==> config.mk <==
export PLATFORM = sky130hd
export DESIGN_NAME = rsf_readout_filter
export DESIGN_NICKNAME = d
export VERILOG_FILES = /design/src/rtl/rsf_pkg.sv /design/src/rtl/rsf_index_track.sv /design/src/rtl/rsf_select.sv /design/src/rtl/rsf_pass_ctrl.sv /design/src/rtl/rsf_readout_filter.sv
export SDC_FILE = /design/constraint.sdc
export NUM_CORES = 1
export LEC_CHECK = 0
export ABC_CLOCK_PERIOD_IN_PS = 6850
export CORE_ASPECT_RATIO = 1.4
export CORE_MARGIN = 2
export CORE_UTILIZATION = 45
export DETAILED_ROUTE_END_ITERATION = 10
export DONT_BUFFER_PORTS = 1
export HOLD_SLACK_MARGIN = 0.06
export SYNTH_ARGS = -nofsm -noshare
export SYNTH_HDL_FRONTEND = slang
export SYNTH_SLANG_ARGS = --single-unit
==> constraint.sdc <==
create_clock -name clk -period 6.85 [get_ports clk]
set_input_delay 1.37 -clock clk [delete_from_list [all_inputs] [get_ports clk]]
set_output_delay 1.37 -clock clk [all_outputs]
set_load 0.02 [all_outputs]
==> src/rtl/rsf_pkg.sv <==
package rsf_pkg;
   typedef enum logic [1:0] {
      SEL_SINGLE = 2'd0,
      SEL_FULL   = 2'd1,
      SEL_WINDOW = 2'd2,
      SEL_NONE   = 2'd3
   } sel_mode_e;
endpackage

==> src/rtl/rsf_index_track.sv <==
module rsf_index_track #(
   parameter int WORDS  = 16,
   parameter int PIXELS = 4096,
   parameter int STRIDE = 8,
   localparam int WI_W  = (WORDS > 1) ? $clog2(WORDS) : 1,
   localparam int CH_W  = $clog2(PIXELS),
   localparam int SW    = $clog2(STRIDE)
) (
   input  logic            clk,
   input  logic            rst_n,
   input  logic            clear,
   input  logic            advance,
   output logic [SW-1:0]   word_lo,
   output logic [CH_W-1:0] chan
);
   localparam logic [WI_W-1:0] LAST_W  = WI_W'(WORDS - 1);
   localparam logic [CH_W-1:0] LAST_CH = CH_W'(PIXELS - 1);

   logic [WI_W-1:0] word_idx;

   always_ff @(posedge clk) begin
      if (!rst_n) begin
         word_idx <= '0;
         chan     <= '0;
      end else if (clear) begin
         word_idx <= '0;
         chan     <= '0;
      end else if (advance) begin
         if (word_idx == LAST_W) begin
            word_idx <= '0;
            chan     <= (chan == LAST_CH) ? '0 : chan + 1'b1;
         end else begin
            word_idx <= word_idx + 1'b1;
         end
      end
   end

   assign word_lo = word_idx[SW-1:0];

   // channel wraps to zero after the last pixel block
   a_r3_chan_wrap: assert property (@(posedge clk) disable iff (!rst_n)
      (advance && !clear && word_idx == LAST_W && chan == LAST_CH) |=> chan == '0);

   // channel index never moves without an accepted word
   a_r3_chan_hold: assert property (@(posedge clk) disable iff (!rst_n)
      (!advance && !clear) |=> $stable(chan));
endmodule

==> src/rtl/rsf_select.sv <==
module rsf_select
   import rsf_pkg::*;
#(
   parameter int ROWS   = 64,
   parameter int COLS   = 64,
   parameter int STRIDE = 8,
   localparam int ROW_W = $clog2(ROWS),
   localparam int COL_W = $clog2(COLS),
   localparam int CH_W  = ROW_W + COL_W,
   localparam int SW    = $clog2(STRIDE)
) (
   input  sel_mode_e        mode,
   input  logic [CH_W-1:0]  sel_chan,
   input  logic [ROW_W-1:0] row_lo,
   input  logic [ROW_W-1:0] row_hi,
   input  logic [COL_W-1:0] col_lo,
   input  logic [COL_W-1:0] col_hi,
   input  logic [SW-1:0]    offset,
   input  logic [SW-1:0]    word_lo,
   input  logic [CH_W-1:0]  chan,
   output logic             hit
);
   logic [ROW_W-1:0] row;
   logic [COL_W-1:0] col;
   logic             in_win;

   assign row    = chan[CH_W-1:COL_W];
   assign col    = chan[COL_W-1:0];
   assign in_win = (row >= row_lo) && (row <= row_hi) &&
                   (col >= col_lo) && (col <= col_hi);

   always_comb begin
      unique case (mode)
         SEL_SINGLE: hit = (chan == sel_chan);
         SEL_FULL:   hit = (word_lo == offset);
         SEL_WINDOW: hit = in_win;
         default:    hit = 1'b0;
      endcase
   end
endmodule

==> src/rtl/rsf_pass_ctrl.sv <==
module rsf_pass_ctrl
   import rsf_pkg::*;
#(
   parameter int ROWS    = 64,
   parameter int COLS    = 64,
   parameter int STRIDE  = 8,
   parameter int MAX_SEL = ROWS * COLS / 8,
   localparam int ROW_W  = $clog2(ROWS),
   localparam int COL_W  = $clog2(COLS),
   localparam int CH_W   = ROW_W + COL_W,
   localparam int SW     = $clog2(STRIDE),
   localparam int AREA_W = ROW_W + COL_W + 2
) (
   input  logic             clk,
   input  logic             rst_n,
   input  logic [1:0]       cfg_mode,
   input  logic [CH_W-1:0]  cfg_channel,
   input  logic [ROW_W-1:0] cfg_row_lo,
   input  logic [ROW_W-1:0] cfg_row_hi,
   input  logic [COL_W-1:0] cfg_col_lo,
   input  logic [COL_W-1:0] cfg_col_hi,
   input  logic             acq_start,
   input  logic             pass_done,
   output sel_mode_e        mode_q,
   output logic [CH_W-1:0]  chan_q,
   output logic [ROW_W-1:0] row_lo_q,
   output logic [ROW_W-1:0] row_hi_q,
   output logic [COL_W-1:0] col_lo_q,
   output logic [COL_W-1:0] col_hi_q,
   output logic [SW-1:0]    offset,
   output logic             busy,
   output logic             rd_req,
   output logic             acq_done,
   output logic             clear_idx
);
   localparam logic [SW-1:0] LAST_OFF = SW'(STRIDE - 1);

   sel_mode_e         mode_in;
   logic [ROW_W:0]    win_h;
   logic [COL_W:0]    win_w;
   logic [AREA_W-1:0] area;
   logic              win_ok, mode_ok, start_ok, pass_end;

   assign mode_in = sel_mode_e'(cfg_mode);
   assign win_h   = {1'b0, cfg_row_hi} - {1'b0, cfg_row_lo} + 1'b1;
   assign win_w   = {1'b0, cfg_col_hi} - {1'b0, cfg_col_lo} + 1'b1;
   assign area    = AREA_W'(win_h) * AREA_W'(win_w);
   assign win_ok  = (cfg_row_lo <= cfg_row_hi) && (cfg_col_lo <= cfg_col_hi) &&
                    (area <= AREA_W'(MAX_SEL));

   always_comb begin
      unique case (mode_in)
         SEL_SINGLE, SEL_FULL: mode_ok = 1'b1;
         SEL_WINDOW:           mode_ok = win_ok;
         default:              mode_ok = 1'b0;
      endcase
   end

   assign start_ok  = acq_start && !busy && mode_ok;
   assign pass_end  = busy && pass_done;
   assign clear_idx = start_ok || pass_end;

   always_ff @(posedge clk) begin
      if (!rst_n) begin
         busy     <= 1'b0;
         rd_req   <= 1'b0;
         acq_done <= 1'b0;
         offset   <= '0;
         mode_q   <= SEL_NONE;
         chan_q   <= '0;
         row_lo_q <= '0;
         row_hi_q <= '0;
         col_lo_q <= '0;
         col_hi_q <= '0;
      end else begin
         rd_req   <= 1'b0;
         acq_done <= 1'b0;
         if (start_ok) begin
            busy     <= 1'b1;
            rd_req   <= 1'b1;
            offset   <= '0;
            mode_q   <= mode_in;
            chan_q   <= cfg_channel;
            row_lo_q <= cfg_row_lo;
            row_hi_q <= cfg_row_hi;
            col_lo_q <= cfg_col_lo;
            col_hi_q <= cfg_col_hi;
         end else if (pass_end) begin
            if (mode_q == SEL_FULL && offset != LAST_OFF) begin
               offset <= offset + 1'b1;
               rd_req <= 1'b1;
            end else begin
               busy     <= 1'b0;
               acq_done <= 1'b1;
            end
         end
      end
   end

   // a readout request lasts a single cycle
   a_r2_req_single: assert property (@(posedge clk) disable iff (!rst_n)
      rd_req |=> !rd_req);

   // a start while busy leaves the offset untouched
   a_r2_busy_start_ignored: assert property (@(posedge clk) disable iff (!rst_n)
      (busy && acq_start && !pass_done) |=> ($stable(offset) && !rd_req));

   // each intermediate full-mode pass moves the offset on by one
   a_r5_offset_step: assert property (@(posedge clk) disable iff (!rst_n)
      (busy && pass_done && mode_q == SEL_FULL && offset != LAST_OFF)
      |=> (offset == $past(offset) + 1'b1) && rd_req && busy);

   // completion only ever follows a pass end
   a_r9_done_after_pass: assert property (@(posedge clk) disable iff (!rst_n)
      acq_done |-> ($past(pass_done) && $past(busy) && !busy));

   // completion and request never coincide
   a_r5_req_done_excl: assert property (@(posedge clk) disable iff (!rst_n)
      $onehot0({rd_req, acq_done}));

   // a refused start leaves the block idle
   a_r7_reject_idle: assert property (@(posedge clk) disable iff (!rst_n)
      (acq_start && !busy && !mode_ok) |=> (!busy && !rd_req));

   // latched settings stay put through an acquisition
   a_r8_cfg_stable: assert property (@(posedge clk) disable iff (!rst_n)
      (busy && $past(busy)) |-> ($stable(mode_q) && $stable(chan_q) &&
                                 $stable(row_lo_q) && $stable(col_hi_q)));
endmodule

==> src/rtl/rsf_readout_filter.sv <==
module rsf_readout_filter
   import rsf_pkg::*;
#(
   parameter int DATA_W  = 16,
   parameter int ROWS    = 64,
   parameter int COLS    = 64,
   parameter int WORDS   = 16,
   parameter int STRIDE  = 8,
   parameter int MAX_SEL = ROWS * COLS / 8,
   parameter bit OUT_REG = 1'b1,
   localparam int ROW_W  = $clog2(ROWS),
   localparam int COL_W  = $clog2(COLS),
   localparam int CH_W   = ROW_W + COL_W,
   localparam int SW     = $clog2(STRIDE)
) (
   input  logic              clk,
   input  logic              rst_n,
   input  logic [1:0]        cfg_mode,
   input  logic [CH_W-1:0]   cfg_channel,
   input  logic [ROW_W-1:0]  cfg_row_lo,
   input  logic [ROW_W-1:0]  cfg_row_hi,
   input  logic [COL_W-1:0]  cfg_col_lo,
   input  logic [COL_W-1:0]  cfg_col_hi,
   input  logic              acq_start,
   input  logic              in_valid,
   input  logic [DATA_W-1:0] in_data,
   input  logic              pass_done,
   output logic              out_valid,
   output logic [DATA_W-1:0] out_data,
   output logic              rd_req,
   output logic              acq_done,
   output logic              busy
);
   if (ROWS < 2 || (ROWS & (ROWS - 1)) != 0) begin : g_bad_rows
      $error("ROWS must be a power of two of at least 2");
   end
   if (COLS < 2 || (COLS & (COLS - 1)) != 0) begin : g_bad_cols
      $error("COLS must be a power of two of at least 2");
   end
   if (STRIDE < 2 || (STRIDE & (STRIDE - 1)) != 0) begin : g_bad_stride
      $error("STRIDE must be a power of two of at least 2");
   end
   if (WORDS < STRIDE) begin : g_bad_words
      $error("WORDS must be at least STRIDE");
   end
   if (MAX_SEL < 1 || MAX_SEL > ROWS * COLS) begin : g_bad_max
      $error("MAX_SEL out of range");
   end

   sel_mode_e        mode_q;
   logic [CH_W-1:0]  chan_q, chan;
   logic [ROW_W-1:0] row_lo_q, row_hi_q;
   logic [COL_W-1:0] col_lo_q, col_hi_q;
   logic [SW-1:0]    offset, word_lo;
   logic             clear_idx, advance, hit, fwd;

   rsf_pass_ctrl #(
      .ROWS(ROWS), .COLS(COLS), .STRIDE(STRIDE), .MAX_SEL(MAX_SEL)
   ) u_ctrl (
      .clk(clk), .rst_n(rst_n),
      .cfg_mode(cfg_mode), .cfg_channel(cfg_channel),
      .cfg_row_lo(cfg_row_lo), .cfg_row_hi(cfg_row_hi),
      .cfg_col_lo(cfg_col_lo), .cfg_col_hi(cfg_col_hi),
      .acq_start(acq_start), .pass_done(pass_done),
      .mode_q(mode_q), .chan_q(chan_q),
      .row_lo_q(row_lo_q), .row_hi_q(row_hi_q),
      .col_lo_q(col_lo_q), .col_hi_q(col_hi_q),
      .offset(offset), .busy(busy), .rd_req(rd_req),
      .acq_done(acq_done), .clear_idx(clear_idx)
   );

   assign advance = in_valid && busy;

   rsf_index_track #(
      .WORDS(WORDS), .PIXELS(ROWS * COLS), .STRIDE(STRIDE)
   ) u_track (
      .clk(clk), .rst_n(rst_n), .clear(clear_idx), .advance(advance),
      .word_lo(word_lo), .chan(chan)
   );

   rsf_select #(
      .ROWS(ROWS), .COLS(COLS), .STRIDE(STRIDE)
   ) u_sel (
      .mode(mode_q), .sel_chan(chan_q),
      .row_lo(row_lo_q), .row_hi(row_hi_q),
      .col_lo(col_lo_q), .col_hi(col_hi_q),
      .offset(offset), .word_lo(word_lo), .chan(chan), .hit(hit)
   );

   assign fwd = advance && hit;

   if (OUT_REG) begin : g_out_reg
      always_ff @(posedge clk) begin
         if (!rst_n) begin
            out_valid <= 1'b0;
            out_data  <= '0;
         end else begin
            out_valid <= fwd;
            if (fwd) out_data <= in_data;
         end
      end

      // every forwarded word was presented one cycle earlier
      a_r10_out_follows_in: assert property (@(posedge clk) disable iff (!rst_n)
         out_valid |-> ($past(in_valid) && out_data == $past(in_data)));

      // nothing leaves while idle
      a_r10_idle_drop: assert property (@(posedge clk) disable iff (!rst_n)
         !busy |=> !out_valid);
   end else begin : g_out_comb
      assign out_valid = fwd;
      assign out_data  = in_data;

      // combinational variant forwards only while busy
      a_r10_comb_busy: assert property (@(posedge clk) disable iff (!rst_n)
         out_valid |-> busy);
   end
endmodule

# Word-level counts from Yosys, hierarchy flattened
# Cells that the tools add are included.
# totals
register_bits,77
latch_bits,0
ram_bits,0
rom_bits,0
input_bits,59
output_inout_bits,20
word_cells,75
memories,0
# op_classes
add_sub_neg,7
multipliers,1
div,0
order_cmp,7
n_eq_ne,10
n_shift,0
muxes,11
bitwise_logic,2
reduce_logical,23
# op_table
operator,count
less-or-equal comparator 6 bit,4
adder 7 x 1 -> 7 bit (second input constant),2
less-or-equal comparator 14 x 10 -> 1 bit (second input constant),1
multiplier 7 x 7 -> 14 bit,1
subtractor 6 x 6 -> 7 bit,2
adder 12 x 1 -> 12 bit (second input constant),1
equality test 12 bit,1
equality test 12 bit (second input constant),1
greater-or-equal comparator 6 bit,2
2-to-1 mux 12 bit,1
logical AND 1 bit,11
2-to-1 mux 1 bit,7
AND reduction 2 bit,3
OR reduction 2 bit,3
adder 4 x 1 -> 4 bit (second input constant),1
equality test 2 x 1 -> 1 bit (second input constant),2
equality test 2 bit (second input constant),2
equality test 4 bit (second input constant),1
logical NOT 2 bit,2
2-to-1 mux 4 bit,1
adder 3 x 1 -> 3 bit (second input constant),1
equality test 3 bit,1
inequality test 3 bit (second input constant),1
one-hot mux 1 bit (3 select lines),1
7 further kinds,8

# Logic depth before layout (Yosys ltp)
# depth
depth_word,9
depth_mapped,28
ltp_nobuf,26

# Cells and area by module
# A second synthesis with hierarchy kept.
# unflattened
hier_cells,766
area_unflattened_um2,6621.4
# by_module_without_submodules
mod,n_inst,cells_each,area_each_um2,seq_area_each_um2
rsf_pass_ctrl,1,500,4357.9,880.8
rsf_index_track,1,89,803.3,320.3
rsf_select,1,103,769.5,0.0
rsf_readout_filter,1,74,690.7,340.3

# Worst setup path before layout
# No wires, ideal clock.
# synth_path
path_kind,input-to-reg
from,input port cfg_col_lo[2]
to,register u_ctrl.chan_q[10]
setup_time_ns,0.126
arrival_time_ns,7.148
t_required_ns,6.724
setup_slack_ns,-0.424
cell_stages,24
path_buffers,2
cell_sequence,inv_1 -> ha_1 -> ha_1 -> a21o_1 -> a21oi_1 -> o21bai_1 -> a21oi_1 -> xor2_1 -> nand2_1 -> fa_1 -> fa_1 -> inv_1 -> fa_1 -> fa_1 -> ha_1 -> and3_1 -> a221oi_2 -> o21bai_1 -> o211a_1 -> a2111oi_4 -> buf_4 -> buf_2 -> nand4b_1 -> nand4_1
# synth_via
elab_chain_len,7
elab_cells_between_ends,9
cone_classes,add/sub: 2; mul: 1; order compare: 2; mux: 1; reduce/logical: 3
# synth_lines
item,line_no,rtl
"start, declared",rsf_readout_filter.sv:22,"input logic [COL_W-1:0] cfg_col_lo,"
subtractor 6 x 6 -> 7 bit,rsf_pass_ctrl.sv:46,"assign win_w = {1'b0, cfg_col_hi} - {1'b0, cfg_col_lo} + 1'b1;"
adder 7 x 1 -> 7 bit,rsf_pass_ctrl.sv:46,
multiplier 7 x 7 -> 14 bit,rsf_pass_ctrl.sv:47,assign area = AREA_W'(win_h) * AREA_W'(win_w);
less-or-equal comparator 14 x 10 -> 1 bit,rsf_pass_ctrl.sv:49,(area <= AREA_W'(MAX_SEL));
logical AND 1 bit (*),rsf_pass_ctrl.sv:48,assign win_ok = (cfg_row_lo <= cfg_row_hi) && (cfg_col_lo <= cfg_col_hi) &&
one-hot mux 1 bit (2 select lines) (*),rsf_pass_ctrl.sv:52,unique case (mode_in)
logical AND 1 bit (*),rsf_pass_ctrl.sv:59,assign start_ok = acq_start && !busy && mode_ok;
"end signal, assigned",rsf_pass_ctrl.sv:83,chan_q <= cfg_channel;
"end, declared",rsf_pass_ctrl.sv:25,"output logic [CH_W-1:0] chan_q,"
# Mark *: on every way between the ends. The rest lies on a longest branch, timed or not.
# A chain may end at the register's enable or synchronous reset.

# Final worst setup path
# layout_path
from,input port cfg_col_hi[1]
to,register u_ctrl.row_hi_q[4]
# layout_via
elab_chain_len,7
elab_cells_between_ends,9
cone_classes,add/sub: 2; mul: 1; order compare: 2; mux: 1; reduce/logical: 3
# layout_lines
item,line_no,rtl
"start, declared",rsf_readout_filter.sv:23,"input logic [COL_W-1:0] cfg_col_hi,"
subtractor 6 x 6 -> 7 bit,rsf_pass_ctrl.sv:46,
adder 7 x 1 -> 7 bit,rsf_pass_ctrl.sv:46,
multiplier 7 x 7 -> 14 bit,rsf_pass_ctrl.sv:47,
less-or-equal comparator 14 x 10 -> 1 bit,rsf_pass_ctrl.sv:49,
logical AND 1 bit (*),rsf_pass_ctrl.sv:48,
one-hot mux 1 bit (2 select lines) (*),rsf_pass_ctrl.sv:52,
logical AND 1 bit (*),rsf_pass_ctrl.sv:59,
"end signal, assigned",rsf_pass_ctrl.sv:85,row_hi_q <= cfg_row_hi;
"end, declared",rsf_pass_ctrl.sv:27,"output logic [ROW_W-1:0] row_hi_q,"
# Marked as above.

==> results.py <==
metrics = {
    "yosys": {
        "synth-adder-area-share_pct": 24.14,
        "ys_seq_area_share_pct": 21.74,
        "synth_edf_count": 0,
        "ys_top_cells_by_count": "nand4_1 (118), inv_1 (93), ha_1 (92)",
        "syn-cell-area_sq_mm": 0.007092,
        "yosys_most_used_dff": "dfxtp_1",
        "synth.ff_latch_count": 77,
        "synth-xor-area-share_pct": 4.817,
        "syn_inst": 858,
        "synth.net_count": 1037,
        "synth.avg_cell_area_sq_um": 8.266,
        "synthMuxAreaShare_pct": 0.7057,
        "synth_top_family_by_area": "simple AND/OR/NAND/NOR gates",
        "synth-async-reset-ratio_pct": 0,
        "yosysMostFrequentCell": "nand4_1",
        "yosys.area_share.simple_pct": 29.18,
        "synth_top_area_share_pct": 21.74,
        "synth.top_cells.by_area": "dfxtp_1 (22%), ha_1 (16%), nand4_1 (10%)",
        "yosysTopAreaCell": "dfxtp_1",
        "ys_types": 59,
        "ys_warn_count": 0,
        "synth_compound_area_share_pct": 11.19,
    },
    "die": {
        "ios": 79,
        "dieArea_sq_mm": 0.01679,
        "die_y_um": 152.5,
        "core_sq_mm": 0.01554,
        "die_x_um": 110.1,
        "start_util_pct": 45.64,
        "fp-row-count": 54,
    },
    "sta": {
        "rsz0062_at_grt": "true",
        "setup_viol": 0,
        "fmax_mhz": 147.0,
        "min_period_over_period_pct": 99.29,
        "period_needed_ns": 6.802,
        "final_hold_viol_count": 0,
        "worst_slack_ns": 0.04831,
        "finClkSkew_ns": 0.01307,
        "max_slew_margin_pct": 19.74,
        "finalHoldWorstSlack_ns": 0.5083,
        "slew_violations": 0,
        "tightest_slew_ns": 1.204,
    },
    "clock_network": {
        "tritoncts": "built",
        "cts_buffers": 9,
        "root_buffer": "clkbuf_16",
        "path_clk_slew_ns": 0.06,
        "cts_buffer_depth": 2,
        "postCtsHoldBufs": 0,
        "clk-insertion-delay-late_ns": 0.34,
        "htree_num_levels": 3,
        "clock_sinks": 77,
    },
    "worst_setup_path": {
        "criticalPathCategory": "primary input to register",
        "crit_cells": 26,
        "r2r-end": "u_track.chan[7]",
        "crit_end": "u_ctrl.row_hi_q[4]",
        "path_delay_family": "adder cells",
        "rr_startpoint": "u_ctrl.busy",
        "cpMaxStageDelayCell": "fa_1",
        "crit_arrival_ns": 7.07,
        "cp-start-kind": "primary input",
        "rrSetupSlack_ns": 3.91,
        "cp-startpoint": "cfg_col_hi[1]",
        "max_stage_delay_ns": 0.53,
        "r2r_cells": 4,
        "crit_required_ns": 7.12,
        "crit_fanout": 7,
        "cp_num_buf_inv": 9,
        "endpoint_kind": "register",
        "crit_path_frequent_cell": "fa_1",
    },
    "global_routing": {
        "grt_overflow_total": 0,
        "grt_max_degree": 131,
        "antenna_found_initial": 0,
        "grt_busiest_layer": "met2",
        "grt_use_met2_pct": 43.35,
        "grtUsageMet3_pct": 2.823,
        "track_usage_pct": 23.30,
        "grt_pass1_wl_um": 31630,
        "use_met1_pct": 26.85,
        "grt_pass1_vias": 6455,
    },
    "drt": {
        "drtAntennaViolNets": 0,
        "dr.pass1.iters": 6,
        "dr_total_vias": 6696,
        "drc_errors": 0,
        "wl_um": 20170,
        "routedWlPerCell_um": 18.15,
        "drtIter0Drc": 588,
        "vias_per_cell": 6.027,
    },
    "final_layout": {
        "final_util_pct": 55.84,
        "multi_input_area_sq_mm": 0.005246,
        "fill_cells": 1425,
        "fin_cells": 1111,
        "num-nets-final": 1089,
        "seqCellArea_sq_mm": 0.001541,
        "antenna_cells": 0,
        "area_growth_syn_to_layout_pct": 22.35,
        "layout-drive-gt1-share_pct": 18.03,
    },
    "power": {
        "power_mw": 5.385,
        "leakagePower_nw": 3.672,
        "powerDensity_mw_per_mm2": 620.6,
        "peakVddDrop_mv": 0.6379,
    },
    "hold_path": {
        "min-delay-start": "u_ctrl.row_lo_q[4]",
        "hold_path_class": "register to register",
    },
    "job": {
        "cap_viol_max_count": 0,
    },
    "placed_design": {
        "globalplace.congestion": 0.8938,
        "dp_hpwl_um": 14290,
        "io_buffers": 0,
        "dp_cells": 1071,
        "pre_cts_ws_ns": -0.4808,
    },
    "run_status": {
        "status": "complete, no violations",
    },
}
==> layer usage <==
| metal | wire length [um] | share of wire, % |
|---|---|---|
| met1 | 7909 | 39 |
| met2 | 11160 | 55 |
| met4 | 401 | 2.0 |
| met5 | 0 | 0 |
| met3 | 700 | 3.5 |
==> worst min-delay path: stages, from the launching register on <==
cell and delay, ns:
dfxtp_1 0.31, nand4_1 0.07, nand4_1 0.08
==> placed cells by master (no fill, tap or decap), drive strengths merged, types with 16 or more instances in the layout <==
master	instances
nand4b	17
nor2	16
nor2b	16
buf	89
clkbuf	16
nand2b	16
ha	92
o21ai	26
nor3	21
nand4	118
xnor2	24
fa	28
or4	21
nand3	62
dfxtp	77
a21oi	38
inv	96
nand2	26
==> worst min path at each step <==
stage | slack [ns] | depth (start not counted) | end
after global routing | 0.52 | 2 | u_ctrl.col_hi_q[2]
after floorplan | 0.48 | 2 | u_track.word_idx[3]
final | 0.51 | 2 | u_ctrl.row_lo_q[4]
after detailed placement | 0.50 | 2 | u_ctrl.col_lo_q[2]
after global placement | 0.49 | 2 | u_track.word_idx[3]
after CTS | 0.51 | 2 | u_ctrl.col_lo_q[2]
==> cells by family (layout without fill, tap and decap cells) <==
| group | after synthesis | after routing |
|---|---|---|
| AND/OR/NAND/NOR | 349 | 349 |
| buffers and inverters | 149 | 206 |
| adder cells (fa/ha/maj) | 120 | 120 |
| AO/OA/AOI/OAI | 119 | 119 |
| flip-flops | 77 | 77 |
| XOR/XNOR | 39 | 39 |
| multiplexers | 5 | 5 |
==> layout make-up <==
cell class                 instances  share of cell area, %
timing repair buffer              95                  11.26
sequential                        77                  17.76
multi-input combinational        632                  60.46
tap                              196                  2.826
inverter                          95                  4.225
clock buffer                      10                  2.639
clock inverter                     6                 0.8219
==> what timing repair did <==
action	CTS	global route
cloned	1	8
resized for setup	7	35
endpoints found under the setup margin	59	59
pin swaps	11	26
setup buffers	4	11
==> registers in the layout, summed over array words and instances (netlist names), 2 cells and up <==
signal / flops
u_track.chan: 12
u_ctrl.offset: 3
u_ctrl.mode_q: 2
u_ctrl.col_lo_q: 6
out_data: 16
u_ctrl.row_hi_q: 6
u_ctrl.col_hi_q: 6
u_ctrl.row_lo_q: 6
u_ctrl.chan_q: 12
u_track.word_idx: 4
==> power by group <==
group | total, mW | switching, mW | leakage, nW | internal (mW)
clock | 0.483 | 0.198 | 0.139 | 0.285
combinational | 4.29 | 2.34 | 2.91 | 1.96
sequential | 0.611 | 0.0677 | 0.627 | 0.543
total | 5.39 | 2.60 | 3.67 | 2.78
==> through the flow <==
step	cell area, sq um	setup TNS, ns
3_3_place_gp	7809	-19.60
6_report	8677	0
4_1_cts	8224	0
5_1_grt	8677	-6.091
2_1_floorplan	7219	0
3_5_place_dp	7809	-24.55
No activity file was read; power rests on OpenSTA's default activity.
